**config.mk**
```make
export PLATFORM = sky130hd
export DESIGN_NAME = rtc_calendar_core
export DESIGN_NICKNAME = d
export VERILOG_FILES = /design/src/rtl/rtc_cal_pkg.sv /design/src/rtl/rtc_subsec_div.sv /design/src/rtl/rtc_clock_chain.sv /design/src/rtl/rtc_date_chain.sv /design/src/rtl/rtc_calendar_core.sv
export SDC_FILE = /design/constraint.sdc
export NUM_CORES = 1
export LEC_CHECK = 0
export ABC_AREA = 1
export BUFFER_PORTS_ARGS = -buffer_cell sky130_fd_sc_hd__buf_2
export CAP_MARGIN = 5
export CORE_ASPECT_RATIO = 2
export CORE_MARGIN = 2
export CORE_UTILIZATION = 65
export DETAILED_ROUTE_END_ITERATION = 10
export GPL_TIMING_DRIVEN = 0
export PLACE_DENSITY = 0.95
export RECOVER_POWER = 25
export SLEW_MARGIN = 5
export SYNTH_ARGS = -nofsm -noshare
export SYNTH_HDL_FRONTEND = slang
export SYNTH_SLANG_ARGS = --single-unit
```
**constraint.sdc**
```tcl
create_clock -name clk -period 8.95 [get_ports clk]
set_clock_uncertainty 0.15 [all_clocks]
set_input_delay 1.79 -clock clk [delete_from_list [all_inputs] [get_ports clk]]
set_output_delay 1.79 -clock clk [all_outputs]
set_load 0.02 [all_outputs]
```
**src/rtl/rtc_cal_pkg.sv**
```systemverilog
`timescale 1ns/1ps
package rtc_cal_pkg;

  typedef struct packed {
    logic       wrap;
    logic [7:0] val;
  } bcd_step_t;

  // one BCD count up, no range limit
  function automatic logic [7:0] bcd_inc(input logic [7:0] v);
    if (v[3:0] >= 4'd9) return {v[7:4] + 4'd1, 4'd0};
    else                return {v[7:4], v[3:0] + 4'd1};
  endfunction

  // BCD count with wrap to 'first' once 'last' (or beyond) is reached
  function automatic bcd_step_t bcd_step(input logic [7:0] v,
                                         input logic [7:0] last,
                                         input logic [7:0] first);
    bcd_step_t r;
    if (v >= last) begin
      r.wrap = 1'b1;
      r.val  = first;
    end else begin
      r.wrap = 1'b0;
      r.val  = bcd_inc(v);
    end
    return r;
  endfunction

  // a two-digit BCD value is a multiple of 4 when 2*tens + ones is
  function automatic logic bcd_div4(input logic [7:0] v);
    logic [4:0] s;
    s = {v[7:4], 1'b0} + {1'b0, v[3:0]};
    return (s[1:0] == 2'b00);
  endfunction

  // year = {century, year-of-century}, both BCD
  function automatic logic is_leap(input logic [15:0] yr);
    if (yr[7:0] == 8'h00) return bcd_div4(yr[15:8]);
    else                  return bcd_div4(yr[7:0]);
  endfunction

  function automatic logic [7:0] month_last(input logic [7:0] mon, input logic leap);
    case (mon)
      8'h02:                      return leap ? 8'h29 : 8'h28;
      8'h04, 8'h06, 8'h09, 8'h11: return 8'h30;
      default:                    return 8'h31;
    endcase
  endfunction

endpackage

```
**src/rtl/rtc_subsec_div.sv**
```systemverilog
`timescale 1ns/1ps
module rtc_subsec_div #(
  parameter int PRESC_DIV   = 256,
  parameter int SUBSEC_BITS = 7
) (
  input  logic                   clk,
  input  logic                   rst_n,
  input  logic                   run_i,
  input  logic                   tick_i,
  input  logic                   clr_i,
  output logic [SUBSEC_BITS-1:0] sub_o,
  output logic                   sec_tick_o
);
  localparam int PW = (PRESC_DIV > 2) ? $clog2(PRESC_DIV) : 1;

  logic [PW-1:0]          pre_q;
  logic [SUBSEC_BITS-1:0] sub_q;
  logic                   pre_last;
  logic                   step;

  assign pre_last   = (pre_q == PW'(PRESC_DIV - 1));
  assign step       = run_i & tick_i & pre_last;
  assign sec_tick_o = step & (&sub_q) & ~clr_i;
  assign sub_o      = sub_q;

  always_ff @(posedge clk or negedge rst_n) begin
    if (!rst_n) begin
      pre_q <= '0;
      sub_q <= '0;
    end else if (clr_i) begin
      pre_q <= '0;
      sub_q <= '0;
    end else if (run_i && tick_i) begin
      pre_q <= pre_last ? '0 : pre_q + PW'(1);
      if (step) sub_q <= sub_q + SUBSEC_BITS'(1);
    end
  end


  sub_hold_chk: assert property (@(posedge clk) disable iff (!rst_n)
    (!run_i && !clr_i) |=> $stable(sub_q));


  sub_clear_chk: assert property (@(posedge clk) disable iff (!rst_n)
    clr_i |=> (sub_q == '0));

endmodule

```
**src/rtl/rtc_clock_chain.sv**
```systemverilog
`timescale 1ns/1ps
module rtc_clock_chain
  import rtc_cal_pkg::*;
(
  input  logic       clk,
  input  logic       rst_n,
  input  logic       sec_tick_i,
  input  logic       adj_i,
  input  logic       we_sec_i,
  input  logic       we_min_i,
  input  logic       we_hour_i,
  input  logic [7:0] wdata_i,
  output logic [7:0] sec_o,
  output logic [7:0] min_o,
  output logic [7:0] hour_o,
  output logic       day_carry_o
);
  logic [7:0] sec_q, min_q, hour_q;
  bcd_step_t  sec_s, min_s, hour_s;
  logic       min_inc, hour_inc;

  always_comb begin
    sec_s  = bcd_step(sec_q,  8'h59, 8'h00);
    min_s  = bcd_step(min_q,  8'h59, 8'h00);
    hour_s = bcd_step(hour_q, 8'h23, 8'h00);
  end

  assign min_inc     = (sec_tick_i & sec_s.wrap) | (adj_i & (sec_q >= 8'h30));
  assign hour_inc    = min_inc & min_s.wrap;
  assign day_carry_o = hour_inc & hour_s.wrap;

  always_ff @(posedge clk or negedge rst_n) begin
    if (!rst_n) begin
      sec_q  <= 8'h00;
      min_q  <= 8'h00;
      hour_q <= 8'h00;
    end else begin
      if (adj_i)           sec_q <= 8'h00;
      else if (sec_tick_i) sec_q <= sec_s.val;
      else if (we_sec_i)   sec_q <= wdata_i;

      if (min_inc)         min_q <= min_s.val;
      else if (we_min_i)   min_q <= wdata_i;

      if (hour_inc)        hour_q <= hour_s.val;
      else if (we_hour_i)  hour_q <= wdata_i;
    end
  end

  assign sec_o  = sec_q;
  assign min_o  = min_q;
  assign hour_o = hour_q;


  sec_wrap_chk: assert property (@(posedge clk) disable iff (!rst_n)
    (sec_tick_i && !adj_i && sec_q == 8'h59) |=> (sec_q == 8'h00));


  min_hold_chk: assert property (@(posedge clk) disable iff (!rst_n)
    (!min_inc && !we_min_i) |=> $stable(min_q));


  adj_zero_chk: assert property (@(posedge clk) disable iff (!rst_n)
    adj_i |=> (sec_q == 8'h00));

endmodule

```
**src/rtl/rtc_date_chain.sv**
```systemverilog
`timescale 1ns/1ps
module rtc_date_chain
  import rtc_cal_pkg::*;
(
  input  logic        clk,
  input  logic        rst_n,
  input  logic        day_carry_i,
  input  logic        we_wday_i,
  input  logic        we_day_i,
  input  logic        we_mon_i,
  input  logic        we_year_i,
  input  logic [15:0] wdata_i,
  output logic [7:0]  wday_o,
  output logic [7:0]  day_o,
  output logic [7:0]  mon_o,
  output logic [15:0] year_o
);
  logic [7:0]  wday_q, day_q, mon_q;
  logic [15:0] year_q;
  logic        leap;
  logic [7:0]  last_day;
  bcd_step_t   wday_s, day_s, mon_s, ylo_s;
  logic [7:0]  yhi_next;
  logic        mon_inc, yr_inc;

  always_comb begin
    leap     = is_leap(year_q);
    last_day = month_last(mon_q, leap);
    wday_s   = bcd_step(wday_q, 8'h06, 8'h00);
    day_s    = bcd_step(day_q, last_day, 8'h01);
    mon_s    = bcd_step(mon_q, 8'h12, 8'h01);
    ylo_s    = bcd_step(year_q[7:0], 8'h99, 8'h00);
    yhi_next = (year_q[15:8] >= 8'h99) ? 8'h00 : bcd_inc(year_q[15:8]);
  end

  assign mon_inc = day_carry_i & day_s.wrap;
  assign yr_inc  = mon_inc & mon_s.wrap;

  always_ff @(posedge clk or negedge rst_n) begin
    if (!rst_n) begin
      wday_q <= 8'h00;
      day_q  <= 8'h01;
      mon_q  <= 8'h01;
      year_q <= 16'h2000;
    end else begin
      if (day_carry_i)    wday_q <= wday_s.val;
      else if (we_wday_i) wday_q <= wdata_i[7:0];

      if (day_carry_i)    day_q <= day_s.val;
      else if (we_day_i)  day_q <= wdata_i[7:0];

      if (mon_inc)        mon_q <= mon_s.val;
      else if (we_mon_i)  mon_q <= wdata_i[7:0];

      if (yr_inc)         year_q <= {ylo_s.wrap ? yhi_next : year_q[15:8], ylo_s.val};
      else if (we_year_i) year_q <= wdata_i;
    end
  end

  assign wday_o = wday_q;
  assign day_o  = day_q;
  assign mon_o  = mon_q;
  assign year_o = year_q;


  mon_hold_chk: assert property (@(posedge clk) disable iff (!rst_n)
    (!mon_inc && !we_mon_i) |=> $stable(mon_q));


  year_hold_chk: assert property (@(posedge clk) disable iff (!rst_n)
    (!yr_inc && !we_year_i) |=> $stable(year_q));


  day_first_chk: assert property (@(posedge clk) disable iff (!rst_n)
    mon_inc |=> (day_q == 8'h01));

endmodule

```
**src/rtl/rtc_calendar_core.sv**
```systemverilog
`timescale 1ns/1ps
module rtc_calendar_core #(
  parameter int PRESC_DIV   = 256,
  parameter int SUBSEC_BITS = 7,
  parameter int ADDR_W      = 5
) (
  input  logic              clk,
  input  logic              rst_n,
  input  logic              tick_in,
  input  logic              bus_we,
  input  logic [ADDR_W-1:0] bus_addr,
  input  logic [15:0]       bus_wdata,
  output logic [15:0]       bus_rdata,
  output logic              carry_irq
);
  localparam int IW = ADDR_W - 1;
  localparam logic [IW-1:0] I_SUB  = IW'(0);
  localparam logic [IW-1:0] I_SEC  = IW'(1);
  localparam logic [IW-1:0] I_MIN  = IW'(2);
  localparam logic [IW-1:0] I_HOUR = IW'(3);
  localparam logic [IW-1:0] I_WDAY = IW'(4);
  localparam logic [IW-1:0] I_DAY  = IW'(5);
  localparam logic [IW-1:0] I_MON  = IW'(6);
  localparam logic [IW-1:0] I_YEAR = IW'(7);
  localparam logic [IW-1:0] I_CTL1 = IW'(14);
  localparam logic [IW-1:0] I_CTL2 = IW'(15);

  logic [IW-1:0] idx;
  logic start_q, en_q, adj_q, cf_q, cie_q;
  logic run, ctl1_we, ctl2_we, cnt_we, presc_rst, adj_go, clr, sec_tick, sec_evt;
  logic day_carry;
  logic [SUBSEC_BITS-1:0] sub_w;
  logic [7:0]  sec_w, min_w, hour_w, wday_w, day_w, mon_w;
  logic [15:0] year_w;

  assign idx       = bus_addr[ADDR_W-1:1];
  assign run       = start_q & en_q;
  assign ctl1_we   = bus_we & (idx == I_CTL1);
  assign ctl2_we   = bus_we & (idx == I_CTL2);
  assign cnt_we    = bus_we & ~start_q;
  assign presc_rst = ctl2_we & bus_wdata[1];
  assign adj_go    = adj_q & run & tick_in;
  assign clr       = presc_rst | adj_go;
  assign sec_evt   = sec_tick | adj_go;

  rtc_subsec_div #(.PRESC_DIV(PRESC_DIV), .SUBSEC_BITS(SUBSEC_BITS)) u_div (
    .clk(clk), .rst_n(rst_n), .run_i(run), .tick_i(tick_in), .clr_i(clr),
    .sub_o(sub_w), .sec_tick_o(sec_tick)
  );

  rtc_clock_chain u_clock (
    .clk(clk), .rst_n(rst_n), .sec_tick_i(sec_tick), .adj_i(adj_go),
    .we_sec_i(cnt_we & (idx == I_SEC)), .we_min_i(cnt_we & (idx == I_MIN)),
    .we_hour_i(cnt_we & (idx == I_HOUR)), .wdata_i(bus_wdata[7:0]),
    .sec_o(sec_w), .min_o(min_w), .hour_o(hour_w), .day_carry_o(day_carry)
  );

  rtc_date_chain u_date (
    .clk(clk), .rst_n(rst_n), .day_carry_i(day_carry),
    .we_wday_i(cnt_we & (idx == I_WDAY)), .we_day_i(cnt_we & (idx == I_DAY)),
    .we_mon_i(cnt_we & (idx == I_MON)), .we_year_i(cnt_we & (idx == I_YEAR)),
    .wdata_i(bus_wdata),
    .wday_o(wday_w), .day_o(day_w), .mon_o(mon_w), .year_o(year_w)
  );

  always_ff @(posedge clk or negedge rst_n) begin
    if (!rst_n) begin
      start_q <= 1'b0;
      en_q    <= 1'b0;
      adj_q   <= 1'b0;
      cf_q    <= 1'b0;
      cie_q   <= 1'b0;
    end else begin
      if (ctl2_we) begin
        start_q <= bus_wdata[0];
        en_q    <= bus_wdata[3];
        adj_q   <= bus_wdata[2];
      end else if (adj_go) begin
        adj_q   <= 1'b0;
      end
      if (ctl1_we) cie_q <= bus_wdata[4];
      if (sec_evt)                       cf_q <= 1'b1;
      else if (ctl1_we && !bus_wdata[7]) cf_q <= 1'b0;
    end
  end

  assign carry_irq = cf_q & cie_q;

  always_comb begin
    case (idx)
      I_SUB:   bus_rdata = 16'(sub_w);
      I_SEC:   bus_rdata = {8'h00, sec_w};
      I_MIN:   bus_rdata = {8'h00, min_w};
      I_HOUR:  bus_rdata = {8'h00, hour_w};
      I_WDAY:  bus_rdata = {8'h00, wday_w};
      I_DAY:   bus_rdata = {8'h00, day_w};
      I_MON:   bus_rdata = {8'h00, mon_w};
      I_YEAR:  bus_rdata = year_w;
      I_CTL1:  bus_rdata = {8'h00, cf_q, 2'b00, cie_q, 4'h0};
      I_CTL2:  bus_rdata = {8'h00, 4'h0, en_q, adj_q, 1'b0, start_q};
      default: bus_rdata = 16'h0000;
    endcase
  end


  cf_set_chk: assert property (@(posedge clk) disable iff (!rst_n)
    sec_evt |=> cf_q);


  cf_keep_chk: assert property (@(posedge clk) disable iff (!rst_n)
    (ctl1_we && bus_wdata[7] && cf_q) |=> cf_q);


  cf_cause_chk: assert property (@(posedge clk) disable iff (!rst_n)
    $rose(cf_q) |-> $past(sec_evt));


  run_wr_chk: assert property (@(posedge clk) disable iff (!rst_n)
    (bus_we && idx == I_SEC && start_q && !tick_in) |=> $stable(sec_w));


  adj_done_chk: assert property (@(posedge clk) disable iff (!rst_n)
    (adj_go && !ctl2_we) |=> !adj_q);

endmodule

```
==> results of run 1 <==
[worst reg2reg max path: stages (launching register included)]
cell                      delay (ns)
sky130_fd_sc_hd__dfstp_2        0.55
sky130_fd_sc_hd__inv_1          0.11
sky130_fd_sc_hd__ha_1           0.25
sky130_fd_sc_hd__o21ai_0        0.14
sky130_fd_sc_hd__o21ai_0        0.12
sky130_fd_sc_hd__a32oi_1        0.27
sky130_fd_sc_hd__nand2_1        0.09
sky130_fd_sc_hd__o21ai_0        0.15
sky130_fd_sc_hd__ha_1           0.19
sky130_fd_sc_hd__inv_1          0.05
sky130_fd_sc_hd__nor2_1         0.10
sky130_fd_sc_hd__nand3_1        0.08
sky130_fd_sc_hd__nand3_1        0.23
sky130_fd_sc_hd__inv_1          0.20
sky130_fd_sc_hd__nor2_8         0.23
sky130_fd_sc_hd__nand2_1        0.23
sky130_fd_sc_hd__nand2_1        0.15
sky130_fd_sc_hd__nand2_1        0.08
sky130_fd_sc_hd__nand2_1        0.06
sky130_fd_sc_hd__nand2_1        0.04
[cells in the final DEF (no fill, tap or decap), types with 3 or more instances in the layout]
cell type,synthesis,final
sky130_fd_sc_hd__clkbuf_1,3,5
sky130_fd_sc_hd__ha_1,51,51
sky130_fd_sc_hd__nor3_1,20,20
sky130_fd_sc_hd__a21oi_1,38,38
sky130_fd_sc_hd__nand4_1,9,9
sky130_fd_sc_hd__o21ai_1,5,5
sky130_fd_sc_hd__inv_1,129,129
sky130_fd_sc_hd__nand3_2,6,6
sky130_fd_sc_hd__o211ai_1,7,7
sky130_fd_sc_hd__buf_2,4,43
sky130_fd_sc_hd__nand2_1,203,203
sky130_fd_sc_hd__dfrtp_1,81,81
sky130_fd_sc_hd__clkbuf_16,0,9
sky130_fd_sc_hd__o22ai_1,25,25
sky130_fd_sc_hd__o21ai_0,66,66
sky130_fd_sc_hd__o221ai_1,6,6
sky130_fd_sc_hd__nor2_1,63,63
sky130_fd_sc_hd__xnor2_1,9,9
sky130_fd_sc_hd__nand2_2,6,6
sky130_fd_sc_hd__nor2_4,5,5
sky130_fd_sc_hd__buf_6,3,3
sky130_fd_sc_hd__a22oi_1,5,5
sky130_fd_sc_hd__dfstp_2,3,3
sky130_fd_sc_hd__a221oi_1,7,7
sky130_fd_sc_hd__nand3_1,47,47
sky130_fd_sc_hd__o31ai_1,6,6
sky130_fd_sc_hd__xor2_1,15,15
sky130_fd_sc_hd__a31oi_1,11,11
[power by group]
group / total, W / internal [W] / leakage, nW / switching (W)
Sequential: 0.000678 / 0.000518 / 1.01 / 0.000160
Clock: 0.000414 / 0.000252 / 0.162 / 0.000162
Combinational: 0.000678 / 0.000238 / 2.33 / 0.000441
[stage by stage]
step | hold slack [ns] | utilization, %
after global placement | 0.317 | 70.3
after floorplan | 0.295 | -
after global routing | 0.356 | 73.8
after detailed placement | 0.326 | 70.7
after CTS | 0.335 | 74.1
final | 0.342 | 73.8
[state kept, by name (all words and copies together), names as in the netlist]
name / count
u_clock.hour_o: 8
start_q: 1
u_clock.sec_o: 8
u_div.sub_o: 7
u_div.pre_q: 8
u_date.year_o: 16
u_date.day_o: 8
cie_q: 1
en_q: 1
u_clock.min_o: 8
u_date.wday_o: 8
cf_q: 1
adj_q: 1
u_date.mon_o: 8
[kinds of logic (layout without fill, tap and decap cells)]
| kind of cell | after synthesis | after routing | synth area share (%) |
|---|---|---|---|
| flip-flops | 84 | 84 | 33.6 |
| buffers and inverters | 141 | 198 | 8.92 |
| AO/OA/AOI/OAI | 185 | 185 | 17.6 |
| XOR/XNOR | 24 | 24 | 3.35 |
| AND/OR/NAND/NOR | 367 | 367 | 26.3 |
| adder cells (fa/ha/maj) | 51 | 51 | 10.2 |
[routing by layer]
layer,GRT usage (%),vias to the layer above,part of all wire (%)
li1,-,2949,-
met1,39.0,2970,34
met2,62.8,329,51
met3,7.06,114,6.4
met4,30.1,0,8.7
met5,0,-,0
[area by class of cell]
type,count,area [sq um]
plain buffers,10,65.1
inverters,131,494
well taps,104,130
multi-input cells,627,3600
fillers,691,2450
flip-flops and latches,84,2110
clock inverters,6,87.6
repair buffers,41,203
clock buffers,10,239
[worst paths after layout]
kind / startpoint / to / slack (ns) / cells after the start
worst max-delay path: rst_n / u_clock.sec_o[0] / 3.23 / 2
worst min-delay path: u_date.year_o[13] / u_date.year_o[13] / 0.34 / 2
worst max register to register: u_date.mon_o[0] / u_date.year_o[4] / 5.37 / 19
worst min register to register: u_date.year_o[13] / u_date.year_o[13] / 0.34 / 2
max in group clk: bus_addr[1] / bus_rdata[1] / 3.40 / 8
min in group asynchronous: rst_n / u_date.day_o[1] / 1.68 / 1
==> impl_metrics.json, run 1 <==
{
  "run_status": "finished, violations left",
  "violations": "capacitance limit, slew limit",
  "grt-ovfl-total": 0,
  "antennaDiodeCount": 0,
  "clkLatencyLatePin_ns": 0.35,
  "cts.path.max_buffers": 2,
  "synth_edf_count": 0,
  "synth.avg_cell_area_sq_um": 7.36,
  "detailed_place_hpwl_mm": 13.5,
  "wire_per_inst_um": 18.3,
  "yosys-top-cells-area": "sky130_fd_sc_hd__dfrtp_1 (32%), sky130_fd_sc_hd__nand2_1 (12%), sky130_fd_sc_hd__ha_1 (10%)",
  "largest_net_degree_at_the_start_of_global_routing": 59,
  "antenna_found_initial": 0,
  "worst_ep_arrival_time_ns": 5.31,
  "routed_wirelength_mm": 18.5,
  "worst_slew_margin_rel_pct": -114,
  "fin_area_sq_mm": 0.00693,
  "ys.flop_type": "sky130_fd_sc_hd__dfrtp_1",
  "holdBufCountCts": 0,
  "instances_no_fill": 1013,
  "timing.critical_path.from_type": "input pin",
  "final_weighted_congestion_in_routability_driven_placement": 1.08,
  "hold_viol_final": 0,
  "setup_tns_ns": 0,
  "yosysMostFrequentCell": "sky130_fd_sc_hd__nand2_1",
  "die_width_um": 73.4,
  "clock.fmax_mhz": 175,
  "rsz0062_at_grt": "false",
  "syn_to_final_growth_pct": 10.5,
  "p_leak_nw": 3.50,
  "postcts_setup_bufs": 0,
  "fraction_of_final_layout_cells_with_drive_strength_greater_than_1_pct": 10.3,
  "crit_type": "in2async",
  "cap_violations": 2,
  "cp_max_fo": 58,
  "ys_warn_count": 0,
  "critPathMostFrequentCell": "sky130_fd_sc_hd__clkbuf_1",
  "syn-num-nets": 928,
  "placed_area_sq_mm": 0.00663,
  "floorplan.initialDensity_pct": 66.8,
  "vias": 6362,
  "yosys.area.top_type": "sky130_fd_sc_hd__dfrtp_1",
  "tightest_slew_ns": 3.20,
  "period_needed_ns": 5.72,
  "hp-class": "reg2reg",
  "min_period_over_period_pct": 63.9,
  "synthArstFlopShare_pct": 100,
  "postSynthRegisterBits": 84,
  "setup_ws_ns": 3.23,
  "post-place-ws_ns": 3.49,
  "cellPowerDensity_mw_per_mm2": 256,
  "cts_made_buffers": 9,
  "critical_path_required_ns": 8.54,
  "post_synth_instance_area_sq_mm": 0.00627,
  "initialDrtViolationCount": 685,
  "total_power_w": 0.00177,
  "maximum_level_of_the_cts_h_tree": 3,
  "viasPerCell": 6.28,
  "design.final.nets": 980,
  "post_cts.resized_instances": 0,
  "final-max-slew-violation-count": 87,
  "fp.dieArea_sq_mm": 0.0105,
  "coreArea_sq_mm": 0.00938,
  "cts.root.buffer_cell": "sky130_fd_sc_hd__clkbuf_16",
  "timing.critical_path.max_delay_family": "buffers and inverters",
  "ioPinCount": 42,
  "path_cells": "clkbuf_1 -> clkbuf_1",
  "io_buffers": 40,
  "drt_pre_antenna_iters": 6,
  "cts_tree": "built",
  "worst_path_largest_cell_delay_ns": 2.33,
  "cts.reportedPaths.clkPinSlew_ns": 0.06,
  "detail_route.drc_violations": 0,
  "post_synthesis_sequential_area_ratio_pct": 33.6,
  "grt_pass1_vias": 6260,
  "floorplan.rows": 50,
  "path_buf_inv": 2,
  "postRouteAntennaNets": 0,
  "netlist.area_leader.share_pct": 32.3,
  "vdd.ir_drop.worst_mv": 0.203,
  "die_height_um": 143,
  "setup_violations": 0,
  "post_synth_num_cell_types": 44,
  "clock_sinks": 84,
  "setup.worst_path.end_class": "async pin",
  "grt_use_total_pct": 37.4,
  "first_pass_grt_wire_length_mm": 29.7,
  "syn_inst": 852,
  "post-place-cells": 997,
  "critical-path-slowest-cell": "sky130_fd_sc_hd__clkbuf_1",
  "synth_commonest_cells": "sky130_fd_sc_hd__nand2_1 (203), sky130_fd_sc_hd__inv_1 (129), sky130_fd_sc_hd__dfrtp_1 (81), sky130_fd_sc_hd__o21ai_0 (66), sky130_fd_sc_hd__nor2_1 (63)"
}
(Power assumes the default switching activity.)
==> run 2: changes to the inputs <==
- ABC_AREA: 1 -> 0
- CORE_UTILIZATION: 65 -> 62
- PLACE_DENSITY: 0.95 -> 0.92
- clock period: 8.95 -> 5.6 ns (I/O delays scaled with it)
==> run 2 against run 1 <==
The run still ends with capacitance limit, slew limit left. Register-to-register slack got worse by 3.9 ns. Cell area is 5.8% higher. Sequential power is 65% higher. Wire length grew 26%. Sequential cell count unchanged. Critical path type is now in2out. Critical endpoint is now bus_rdata[0]. Highest routed layer is now met5.
==> impl_metrics.json, run 2 <==
{
  "run_status": "finished, violations left",
  "violations": "capacitance limit, slew limit",
  "hp-class": "reg2reg",
  "maximum_level_of_the_cts_h_tree": 3,
  "synthArstFlopShare_pct": 100,
  "hold_viol_final": 0,
  "rsz0062_at_grt": "false",
  "cts.reportedPaths.clkPinSlew_ns": 0.06,
  "die_height_um": 151,
  "yosys.area.top_type": "sky130_fd_sc_hd__dfrtp_1",
  "period_needed_ns": 4.79,
  "yosysMostFrequentCell": "sky130_fd_sc_hd__dfrtp_1",
  "worst_ep_arrival_time_ns": 3.52,
  "holdBufCountCts": 0,
  "timing.reg2reg.worst_path_depth": 13,
  "cap_violations": 1,
  "setup_ws_ns": 0.809,
  "timing.critical_path.from_type": "input pin",
  "vias": 6608,
  "final_weighted_congestion_in_routability_driven_placement": 1.06,
  "r2r-start": "u_date.year_o[4]",
  "setup_tns_ns": 0,
  "cts.path.max_buffers": 2,
  "timing.critical_path.from": "bus_addr[1]",
  "setup.worst_path.end_class": "output pin",
  "antennaDiodeCount": 0,
  "detail_route.drc_violations": 0,
  "fraction_of_final_layout_cells_with_drive_strength_greater_than_1_pct": 13.0,
  "ioPinCount": 42,
  "cts_made_buffers": 9,
  "final_common_cell": "sky130_fd_sc_hd__dfrtp_1",
  "yosys-top-cells-area": "sky130_fd_sc_hd__dfrtp_1 (30%), sky130_fd_sc_hd__ha_1 (9.6%), sky130_fd_sc_hd__nor2_1 (3.6%)",
  "vdd.ir_drop.worst_mv": 0.255,
  "grt_pass1_vias": 6672,
  "coreArea_sq_mm": 0.0105,
  "post_cts.resized_instances": 0,
  "postSynthRegisterBits": 84,
  "regToRegEndpoint": "u_date.year_o[4]",
  "syn_to_final_growth_pct": 10.1,
  "routed_wirelength_mm": 23.3,
  "ys_warn_count": 0,
  "min_period_over_period_pct": 85.6,
  "clkLatencyLatePin_ns": 0.35,
  "syn-num-nets": 831,
  "wire_per_inst_um": 24.7,
  "nFillCells": 879,
  "cellPowerDensity_mw_per_mm2": 392,
  "ys.flop_type": "sky130_fd_sc_hd__dfrtp_1",
  "whs_ns": 0.384,
  "grt-ovfl-total": 0,
  "largest_net_degree_at_the_start_of_global_routing": 54,
  "synth_commonest_cells": "sky130_fd_sc_hd__dfrtp_1 (81), sky130_fd_sc_hd__nor2_1 (64), sky130_fd_sc_hd__nand2_1 (63), sky130_fd_sc_hd__ha_1 (51), sky130_fd_sc_hd__inv_1 (47)",
  "worst_slew_margin_rel_pct": -23.9,
  "largest_register_ff_count": 16,
  "post_synthesis_sequential_area_ratio_pct": 31.6,
  "cts_tree": "built",
  "instances_no_fill": 943,
  "antenna_found_initial": 1,
  "critical_path_required_ns": 4.33,
  "fp.dieArea_sq_mm": 0.0116,
  "viasPerCell": 7.01,
  "clock.fmax_mhz": 209,
  "p_leak_nw": 3.25,
  "synth.avg_cell_area_sq_um": 8.82,
  "crit_type": "in2out",
  "cp_max_fo": 10,
  "floorplan.initialDensity_pct": 63.5,
  "floorplan.rows": 53,
  "layout.core_utilization_pct": 70.0,
  "die_width_um": 77.3,
  "first_pass_grt_wire_length_mm": 35.8,
  "rrSetupSlack_ns": 1.46,
  "postRouteAntennaNets": 0,
  "post_synth_num_cell_types": 83,
  "clock_sinks": 84,
  "synth_edf_count": 0,
  "grt_use_total_pct": 40.9,
  "netlist.area_leader.share_pct": 30.5,
  "initialDrtViolationCount": 534,
  "layout.cells.most_common_list": "sky130_fd_sc_hd__dfrtp_1 (81), sky130_fd_sc_hd__nor2_1 (64), sky130_fd_sc_hd__nand2_1 (63), sky130_fd_sc_hd__ha_1 (51), sky130_fd_sc_hd__inv_1 (47)",
  "syn_inst": 755,
  "drt_pre_antenna_iters": 6,
  "post-place-cells": 927,
  "timing.critical_path.to": "bus_rdata[0]",
  "final-max-slew-violation-count": 32,
  "io_buffers": 34,
  "design.final.nets": 877,
  "post-place-ws_ns": 0.873,
  "tightest_slew_ns": 1.86,
  "setup_violations": 0,
  "cts.root.buffer_cell": "sky130_fd_sc_hd__clkbuf_16",
  "post_synth_instance_area_sq_mm": 0.00666,
  "detailed_place_hpwl_mm": 17.6,
  "postcts_setup_bufs": 0
}
[run 2: cells by family (layout without fill, tap and decap cells)]
family | Yosys count | in the layout | share of synthesized area [%]
xor+xnor | 14 | 14 | 1.84
buf+inv | 81 | 132 | 5.09
simple gates | 295 | 295 | 24.5
compound gates | 197 | 197 | 21.8
mux | 33 | 33 | 5.56
fa+ha+maj | 51 | 51 | 9.59
flops | 84 | 84 | 31.6
[run 2: metrics by stage]
step                power (W)  instance area (sq um)
floorplan             0.00178                   6660
global placement      0.00211                   7000
detailed placement    0.00219                   7030
CTS                   0.00282                   7330
global route          0.00302                   7330
finish                0.00287                   7330
[run 2: report_power, final]
group | switching [W] | leakage (nW) | internal, W
sequential | 0.000335 | 1.04 | 0.000785
clock | 0.000275 | 0.143 | 0.000352
combinational | 0.000683 | 2.06 | 0.000445
[run 2: worst max-delay path, cell delays in order]
cell and delay (ns):
sky130_fd_sc_hd__buf_4 0.16, sky130_fd_sc_hd__clkbuf_1 0.59, sky130_fd_sc_hd__clkbuf_1 0.46, sky130_fd_sc_hd__nor4b_1 0.18, sky130_fd_sc_hd__a211oi_1 0.41, sky130_fd_sc_hd__o311ai_0 0.33, sky130_fd_sc_hd__buf_2 0.25
[run 2: layout make-up]
cell class                      instances  area [sq um]  share of cell area [%]
Tap cell                              137           171                    2.34
Buffer                                 34           163                    2.22
Clock buffer                            9           225                    3.07
Clock inverter                          7          80.1                    1.09
Inverter                               47           176                    2.41
Timing Repair Buffer                   35           196                    2.68
Multi-Input combinational cell        590          4210                    57.5
Sequential cell                        84          2110                    28.7
[run 2: per-layer routing]
metal	track usage, %	wire length, um	vias to the layer above
li1	-	-	2888
met1	40.7	7670	3152
met2	69.8	11600	406
met3	8.33	1630	160
met4	38.3	2390	2
met5	0	11	-
[run 2: worst min path at each step]
stage / startpoint / to / slack (ns) / cells past startpoint
floorplan: cf_q / cf_q / 0.32 / 2
global placement: u_div.pre_q[1] / u_div.pre_q[1] / 0.34 / 2
detailed placement: cf_q / cf_q / 0.36 / 2
CTS: cf_q / cf_q / 0.38 / 2
global route: cf_q / cf_q / 0.42 / 2
finish: cf_q / cf_q / 0.38 / 2
==> run 3: changes to the inputs <==
- ABC_AREA: 0 -> 1
==> run 3 against run 2 <==
The run still ends with capacitance limit, slew limit left. First-iteration DRC count is 26% higher. Non-clock buffer count is 18 lower. Sequential share of layout area is 1.5 points higher. Setup slack better by 0.57 ns. Critical path type unchanged.
==> impl_metrics.json, run 3 (synthesis gave the netlist of run 1 again) <==
{
  "p_leak_nw": 3.50,
  "clock.fmax_mhz": 237,
  "hp-class": "reg2reg",
  "cts.root.buffer_cell": "sky130_fd_sc_hd__clkbuf_16",
  "final_weighted_congestion_in_routability_driven_placement": 0.972,
  "worst_slew_margin_rel_pct": -9.18,
  "crit_type": "in2out",
  "detailed_place_hpwl_mm": 12.9,
  "postcts_setup_bufs": 0,
  "worst_path_largest_cell_delay_ns": 0.50,
  "setup_ws_ns": 1.38,
  "floorplan.rows": 52,
  "cts.path.max_buffers": 2,
  "rrSetupSlack_ns": 2.10,
  "maximum_level_of_the_cts_h_tree": 3,
  "violations": "capacitance limit, slew limit",
  "detail_route.drc_violations": 0,
  "critical_path_required_ns": 4.33,
  "grt_use_total_pct": 32.2,
  "die_height_um": 146,
  "vias": 6182,
  "coreArea_sq_mm": 0.00995,
  "routed_wirelength_mm": 17.2,
  "clock_sinks": 84,
  "worst_ep_arrival_time_ns": 2.95,
  "io_buffers": 40,
  "holdBufCountCts": 0,
  "cts_made_buffers": 9,
  "timing.critical_path.from": "bus_addr[1]",
  "vdd.ir_drop.worst_mv": 0.271,
  "setup_violations": 0,
  "setup.worst_path.end_class": "output pin",
  "fraction_of_final_layout_cells_with_drive_strength_greater_than_1_pct": 10.2,
  "final_common_cell": "sky130_fd_sc_hd__nand2_1",
  "timing.critical_path.from_type": "input pin",
  "antenna_found_initial": 0,
  "final-max-slew-violation-count": 28,
  "path_cells": "buf_2 -> nand2_2 -> nor3_1 -> inv_1 -> o22ai_1 -> nor3_1 -> o221ai_1 -> buf_2",
  "timing.reg2reg.worst_path_depth": 18,
  "cellPowerDensity_mw_per_mm2": 396,
  "antennaDiodeCount": 0,
  "hold_viol_final": 0,
  "cts.reportedPaths.clkPinSlew_ns": 0.06,
  "rsz0062_at_grt": "false",
  "tightest_slew_ns": 1.64,
  "design.final.nets": 980,
  "min_period_over_period_pct": 75.4,
  "worst_hold_startpoint": "u_div.sub_o[4]",
  "run_status": "finished, violations left",
  "initialDrtViolationCount": 671,
  "wire_per_inst_um": 16.5,
  "clkLatencyLatePin_ns": 0.35,
  "drt_pre_antenna_iters": 5,
  "nFillCells": 765,
  "postRouteAntennaNets": 0,
  "layout.cells.most_common_list": "sky130_fd_sc_hd__nand2_1 (203), sky130_fd_sc_hd__inv_1 (129), sky130_fd_sc_hd__dfrtp_1 (81), sky130_fd_sc_hd__o21ai_0 (66), sky130_fd_sc_hd__nor2_1 (63)",
  "first_pass_grt_wire_length_mm": 27.4,
  "die_width_um": 75.1,
  "largest_net_degree_at_the_start_of_global_routing": 58,
  "r2r-start": "u_date.mon_o[0]",
  "total_power_w": 0.00276,
  "timing.hold.worst_path_depth": 1,
  "fp.dieArea_sq_mm": 0.0110,
  "largest_register_ff_count": 16,
  "grt_pass1_vias": 5736,
  "whs_ns": 0.334,
  "post-place-ws_ns": 1.46,
  "cp_max_fo": 6,
  "setup_tns_ns": 0,
  "viasPerCell": 5.92,
  "post_cts.resized_instances": 0,
  "ioPinCount": 42,
  "hold_path_end": "u_div.sub_o[5]",
  "period_needed_ns": 4.22,
  "regToRegEndpoint": "u_date.year_o[7]",
  "floorplan.initialDensity_pct": 63.0,
  "critical-path-slowest-cell": "sky130_fd_sc_hd__nor3_1",
  "cap_violations": 1,
  "cts_tree": "built",
  "syn_to_final_growth_pct": 11.1,
  "grt-ovfl-total": 0
}
[run 3: changes by cell type in the layout (fill, tap and decap cells not counted), sizes merged, moves of 12 or more]
cell / before / now
inv: 51 / 130
and2: 14 / 0
a221o: 17 / 0
o21ai: 33 / 73
nand2b: 17 / 0
nand2: 63 / 210
mux2i: 22 / 0
a21oi: 29 / 41
nand3: 34 / 54
[run 3: area by class of cell]
| type | instances | area (sq um) | area share, % |
|---|---|---|---|
| Buffer | 10 | 65.1 | 0.934 |
| Clock buffer | 12 | 246 | 3.54 |
| Clock inverter | 4 | 51.3 | 0.737 |
| Inverter | 131 | 494 | 7.10 |
| Multi-Input combinational cell | 627 | 3600 | 51.8 |
| Sequential cell | 84 | 2110 | 30.2 |
| Tap cell | 135 | 169 | 2.43 |
| Timing Repair Buffer | 41 | 226 | 3.25 |
[run 3: worst max-delay path: cells and delay by family]
kind | cells | cell delay, ns
simple gates | 3 | 0.75
compound gates | 2 | 0.45
buf+inv | 3 | 0.62
[run 3: through the flow]
step           cell area [sq um]  utilization [%]  std cells
2_1_floorplan               6270                -        852
3_3_place_gp                6640             66.7       1027
3_5_place_dp                6670             67.0       1028
4_1_cts                     6970             70.0       1044
5_1_grt                     6960             69.9       1044
6_report                    6960             69.9       1044
[run 3: where the power goes]
part | total, W | internal, W | switching, W
combinational | 0.00107 | 0.000381 | 0.000692
clock | 0.000604 | 0.000358 | 0.000246
sequential | 0.00108 | 0.000828 | 0.000250
total | 0.00276 | 0.00157 | 0.00119
[run 3: how the worst max path moves through the flow]
stage | depth (start not counted) | endpoint | slack [ns]
2_1_floorplan | 9 | bus_rdata[3] | 2.16
3_3_place_gp | 8 | bus_rdata[1] | 1.49
3_5_place_dp | 11 | bus_rdata[2] | 1.46
4_1_cts | 11 | bus_rdata[2] | 1.46
5_1_grt | 8 | bus_rdata[1] | 1.32
6_report | 8 | bus_rdata[1] | 1.38
[run 3: metal layers]
metal | track usage, % | wire (um) | vias to the layer above
li1 | - | - | 2942
met1 | 41.0 | 6650 | 2898
met2 | 52.6 | 8580 | 288
met3 | 4.90 | 1320 | 54
met4 | 14.0 | 649 | 0
met5 | 0 | 0 | -
